==> src/rtl/prg_bank_xlate.sv <==
module prg_bank_xlate #(
  parameter int ROM_BANKS = 64,
  parameter int RW = 6,
  parameter int OW = 2
) (
  input  logic          clk,
  input  logic          rst_n,
  input  logic          wr_en,
  input  logic [2:0]    wr_addr,
  input  logic [7:0]    wr_data,
  input  logic [1:0]    win_idx,
  output logic [RW+OW-1:0] bank_out,
  output logic [RW+OW-1:0] work_bank
);
  localparam int NREG = 4;
  localparam logic [RW-1:0] LAST = RW'((ROM_BANKS - 1) & ((1 << RW) - 1));

  logic [RW-1:0] bank_q [NREG];
  logic [2:0]    mode_q;
  logic [OW-1:0] outer_q;

  function automatic logic [RW-1:0] rev6(input logic [RW-1:0] v);
    for (int i = 0; i < RW; i++) rev6[i] = v[RW-1-i];
  endfunction

  always_ff @(posedge clk) begin
    if (!rst_n) begin
      for (int i = 0; i < NREG; i++) bank_q[i] <= '1;
      mode_q  <= '0;
      outer_q <= '0;
    end else if (wr_en) begin
      if (!wr_addr[2]) bank_q[wr_addr[1:0]] <= wr_data[RW-1:0];
      else if (wr_addr == 3'd4) mode_q <= wr_data[2:0];
      else if (wr_addr == 3'd5) outer_q <= wr_data[OW:1];
    end
  end

  logic          reg3_top;
  logic [RW-1:0] r3, sel_reg, base32, base16, val8, low;
  logic [RW-1:0] work_low;

  assign reg3_top = mode_q[2];
  assign r3       = bank_q[3];
  assign sel_reg  = bank_q[win_idx];
  assign base32   = reg3_top ? r3 : LAST;
  assign base16   = !win_idx[1] ? {1'b0, bank_q[1][RW-2:0]}
                  : (reg3_top ? {1'b0, r3[RW-2:0]} : LAST);

  always_comb begin
    if (win_idx == 2'd3 && !reg3_top) val8 = LAST;
    else if (mode_q[1:0] == 2'd3)     val8 = rev6(sel_reg);
    else                              val8 = sel_reg;
  end

  always_comb begin
    unique case (mode_q[1:0])
      2'd0:    low = {base32[RW-1:2], win_idx};
      2'd1:    low = {base16[RW-1:1], win_idx[0]};
      default: low = val8;
    endcase
  end

  always_comb begin
    unique case (mode_q[1:0])
      2'd0:    work_low = {r3[RW-3:0], 2'b11};
      2'd1:    work_low = {r3[RW-2:0], 1'b1};
      2'd2:    work_low = r3;
      default: work_low = rev6(r3);
    endcase
  end

  assign bank_out  = {outer_q, low};
  assign work_bank = {outer_q, work_low};

  assert_outer_R7: assert property (@(posedge clk) disable iff (!rst_n)
    ($past(rst_n) && $past(wr_en) && $past(wr_addr) == 3'd5)
      |-> (bank_out[7:6] == $past(wr_data[2:1]) && work_bank[7:6] == $past(wr_data[2:1])));

  assert_reg_load_R2: assert property (@(posedge clk) disable iff (!rst_n)
    ($past(rst_n) && $past(wr_en) && $past(wr_addr) == 3'd2 && mode_q == 3'd6 && win_idx == 2'd2)
      |-> bank_out[5:0] == $past(wr_data[5:0]));

  assert_align32_R3: assert property (@(posedge clk) disable iff (!rst_n)
    (mode_q[1:0] == 2'd0) |-> bank_out[1:0] == win_idx);

  assert_half16_R4: assert property (@(posedge clk) disable iff (!rst_n)
    (mode_q[1:0] == 2'd1 && !win_idx[1]) |-> (bank_out[5] == 1'b0 && bank_out[0] == win_idx[0]));

  assert_work_R8: assert property (@(posedge clk) disable iff (!rst_n)
    (mode_q[1:0] == 2'd0) |-> work_bank[1:0] == 2'b11);

  assert_ignored_R9: assert property (@(posedge clk) disable iff (!rst_n)
    (!wr_en || wr_addr[2:1] == 2'b11) |=> ($stable(mode_q) && $stable(outer_q) && $stable(r3)));
endmodule

==> config.mk <==
export PLATFORM = sky130hd
export DESIGN_NAME = prg_bank_xlate
export DESIGN_NICKNAME = d
export VERILOG_FILES = /design/src/rtl/prg_bank_xlate.sv
export SDC_FILE = /design/constraint.sdc
export NUM_CORES = 1
export LEC_CHECK = 0
export ABC_AREA = 1
export ABC_CLOCK_PERIOD_IN_PS = 4400
export BUFFER_PORTS_ARGS = -buffer_cell sky130_fd_sc_hd__buf_2
export CAP_MARGIN = 20
export CORE_MARGIN = 2
export CORE_UTILIZATION = 59
export DETAILED_ROUTE_END_ITERATION = 6
export PLACE_DENSITY_LB_ADDON = 0.3
export SLEW_MARGIN = 15
export SYNTH_ARGS = -nofsm -noshare
export SYNTH_HDL_FRONTEND = slang
export SYNTH_SLANG_ARGS = --single-unit
==> constraint.sdc <==
create_clock -name clk -period 4.4 [get_ports clk]
set_clock_uncertainty 0.2 [all_clocks]
set_input_delay 1.32 -clock clk [delete_from_list [all_inputs] [get_ports clk]]
set_output_delay 1.32 -clock clk [all_outputs]
set_load 0.02 [all_outputs]
==> results_dict.tcl <==
set metrics [dict create \
    post_synth_num_cell_types 22 \
    class_of_the_most_critical_hold_timing_path "reg -> reg" \
    area_growth_pct 10.49 \
    syn_area_um2 1765 \
    leakage_nw 0.9034 \
    final-hold-violation-count 0 \
    report.power.total_w 0.0005753 \
    status "complete, but fails checks" \
    post_synth_edffs 24 \
    achievable-frequency_ghz 0.2517 \
    violations "design-rule violations" \
    post_cts_resize_count 0 \
    fillerInstances 269 \
    chipWidth_um 58.70 \
    worstSetupStartpointType "input pin" \
    vias_per_cell 5.398 \
    power.density_nw_per_um2 295.0 \
    vias 1614 \
    yosys.area.top_type "sky130_fd_sc_hd__edfxtp_1" \
    design.die.area_um2 3446 \
    cp-end-kind "primary output" \
    globalplace.congestion 0.9066 \
    placement_rows 19 \
    final_min_period_over_clock_period 0.9031 \
    post_cts_buffers 0 \
    htree_levels 2 \
    synthDominantCellAreaShare 0.4082 \
    grt_max_degree 16 \
    cp_cell_instances "buf_2 -> inv_2 -> nor3_2 -> inv_1 -> nand3_1 -> nand2_1 -> nand2_1 -> buf_2" \
    antenna_cells 0 \
    die_y_um 58.70 \
    finalMaxSlewViolations 0 \
    timing.critical_path.slowest_stage_cell "sky130_fd_sc_hd__buf_2" \
    grt.total_usage 0.2526 \
    finalWorstPathRequiredPeriod_ns 3.974 \
    grt_antenna_before_repair 0 \
    io_buffers 29 \
    setup_viol 0 \
    slew-limit-headroom 0.4247 \
    dpl_wire_length_um 3079 \
    async_flop_share 0 \
    synth.cells.most_frequent "sky130_fd_sc_hd__nand2_1 (77), sky130_fd_sc_hd__inv_1 (38), sky130_fd_sc_hd__nand3_1 (25)" \
    detail_route.wl_per_cell_um 13.13 \
    placed_area_um2 1902 \
    grt_first_pass_wirelength_um 6334 \
    initial_utilization 0.6293 \
    crit_arrival_ns 2.45 \
    min_hold_slack_ns 0.3487 \
    worstMarginPinSlew_ns 0.8539 \
    drt-initial-drc-count 128 \
    drc 1 \
    synth.top_cells.by_area "sky130_fd_sc_hd__edfxtp_1 (41%), sky130_fd_sc_hd__nand2_1 (16%), sky130_fd_sc_hd__inv_1 (8.1%)" \
    synth.avg_cell_area_um2 7.418 \
    synthesis.instances 238 \
    tritoncts.num_buffers 5 \
    synth-seq-area-share 0.4649 \
    postSynthRegisterBits 29 \
    tritoncts "done" \
    max_stage_delay_ns 0.23 \
    synth_flop_cell "sky130_fd_sc_hd__edfxtp_1" \
    yosys_warnings 0 \
    ctsHoldBuffers 0 \
    setup-tns-final_ns 0 \
    via_count_of_the_first_global_routing_pass 1424 \
    clkLatencyLatePin_ns 0.32 \
    design.core.area_um2 2805 \
    max_cap_viol 0 \
    postLayoutCellArea_um2 1951 \
    clock-root-buffer "sky130_fd_sc_hd__clkbuf_4" \
    wirelength_um 3927 \
    synth.net_count 254 \
    finish.net_count 283 \
    drt_first_pass_iters 6 \
    biggest_fanout_along_the_worst_timing_path 15 \
    multi_input_area_um2 723.2 \
    criticalPathCategory "in -> out" \
    grt_remaining_overflow 0 \
    unrepaired_setup_endpoints_after_global_routing "no" \
    synth_most_common_cell "sky130_fd_sc_hd__nand2_1" \
    numClockSinks 29 \
    peakVddDrop_mv 0.2582 \
    area.sequential_um2 820.8 \
    worstPathRequired_ns 2.88 \
    number_of_routed_nets_with_antenna_violations 0 \
    clock_buffer_depth 2 \
    drive_above_1_share 0.1903 \
    clk_pin_slew_ns 0.07 \
    ios 32 \
]
registers in the layout, indices dropped and copies added (netlist names):
register / cells
mode_q: 3
outer_q: 2
bank_q: 24
critical path: cells and delay by family:
kind / cells / cell delay, ns
AND/OR/NAND/NOR: 4 / 0.45
buffers and inverters: 4 / 0.67
final cells by class:
class | instances | area share
clock inverters | 1 | 0.001924
clock buffers | 7 | 0.02309
well taps | 31 | 0.01988
inverters | 46 | 0.08916
multi-input cells | 156 | 0.3708
flip-flops and latches | 29 | 0.4208
repair buffers | 29 | 0.07441
path summary, 6_finish.rpt:
| path | start | slack [ns] | to | depth (start not counted) |
|---|---|---|---|---|
| worst max-delay path | win_idx[1] | 0.43 | bank_out[5] | 8 |
| worst min-delay path | outer_q[1] | 0.35 | outer_q[1] | 2 |
| worst min register to register | outer_q[1] | 0.35 | outer_q[1] | 2 |
| worst max register to register | mode_q[1] | 3.20 | mode_q[1] | 2 |
placed cells by master, fill, tap and decap left out:
| cell | Yosys | final |
|---|---|---|
| sky130_fd_sc_hd__nand2_1 | 77 | 77 |
| sky130_fd_sc_hd__inv_1 | 38 | 38 |
| sky130_fd_sc_hd__buf_2 | 2 | 29 |
| sky130_fd_sc_hd__nand3_1 | 25 | 25 |
| sky130_fd_sc_hd__edfxtp_1 | 24 | 24 |
| sky130_fd_sc_hd__a21oi_1 | 14 | 14 |
| sky130_fd_sc_hd__nor2_1 | 9 | 9 |
| sky130_fd_sc_hd__o21ai_0 | 9 | 9 |
| sky130_fd_sc_hd__inv_2 | 7 | 7 |
| sky130_fd_sc_hd__o21ai_1 | 6 | 6 |
| sky130_fd_sc_hd__clkbuf_4 | 0 | 5 |
| sky130_fd_sc_hd__dfxtp_1 | 5 | 5 |
| sky130_fd_sc_hd__nor2_4 | 3 | 3 |
| sky130_fd_sc_hd__nor2_2 | 3 | 3 |
| sky130_fd_sc_hd__nor3_2 | 2 | 2 |
| sky130_fd_sc_hd__o22ai_1 | 2 | 2 |
| sky130_fd_sc_hd__o221ai_1 | 2 | 2 |
| sky130_fd_sc_hd__clkbuf_1 | 0 | 2 |
| sky130_fd_sc_hd__nand2_2 | 1 | 1 |
| sky130_fd_sc_hd__clkinv_2 | 1 | 1 |
| sky130_fd_sc_hd__nor3_1 | 1 | 1 |
| sky130_fd_sc_hd__o2111ai_1 | 1 | 1 |
| sky130_fd_sc_hd__a22oi_1 | 1 | 1 |
| sky130_fd_sc_hd__clkinv_1 | 0 | 1 |
power by group:
part | total (W) | leakage [nW] | internal, W | switching [W]
Sequential | 0.000325 | 0.280 | 0.000314 | 0.0000110
Clock | 0.000141 | 0.0269 | 0.0000612 | 0.0000801
Combinational | 0.000109 | 0.596 | 0.0000346 | 0.0000746
Total | 0.000575 | 0.903 | 0.000410 | 0.000166
stage by stage:
step / setup WS [ns] / cells / util
floorplan: 0.7560 / 238 / -
global placement: 0.4430 / 291 / 0.6780
detailed placement: 0.4499 / 291 / 0.6780
CTS: 0.4481 / 299 / 0.6954
global route: 0.3137 / 299 / 0.6954
finish: 0.4264 / 299 / 0.6954
metal layers:
metal / GRT usage / routed length (um) / up-vias
li1: - / - / 820
met1: 0.3066 / 1664 / 739
met2: 0.4286 / 1995 / 51
met3: 0.06374 / 208 / 4
met4: 0.1071 / 58 / 0
met5: 0 / 0 / -
logic make-up after synthesis:
family | share of synthesized area
flops | 0.4649
compound gates | 0.1084
simple gates | 0.3012
buf+inv | 0.1254
Power figures use the tool's default switching activity.
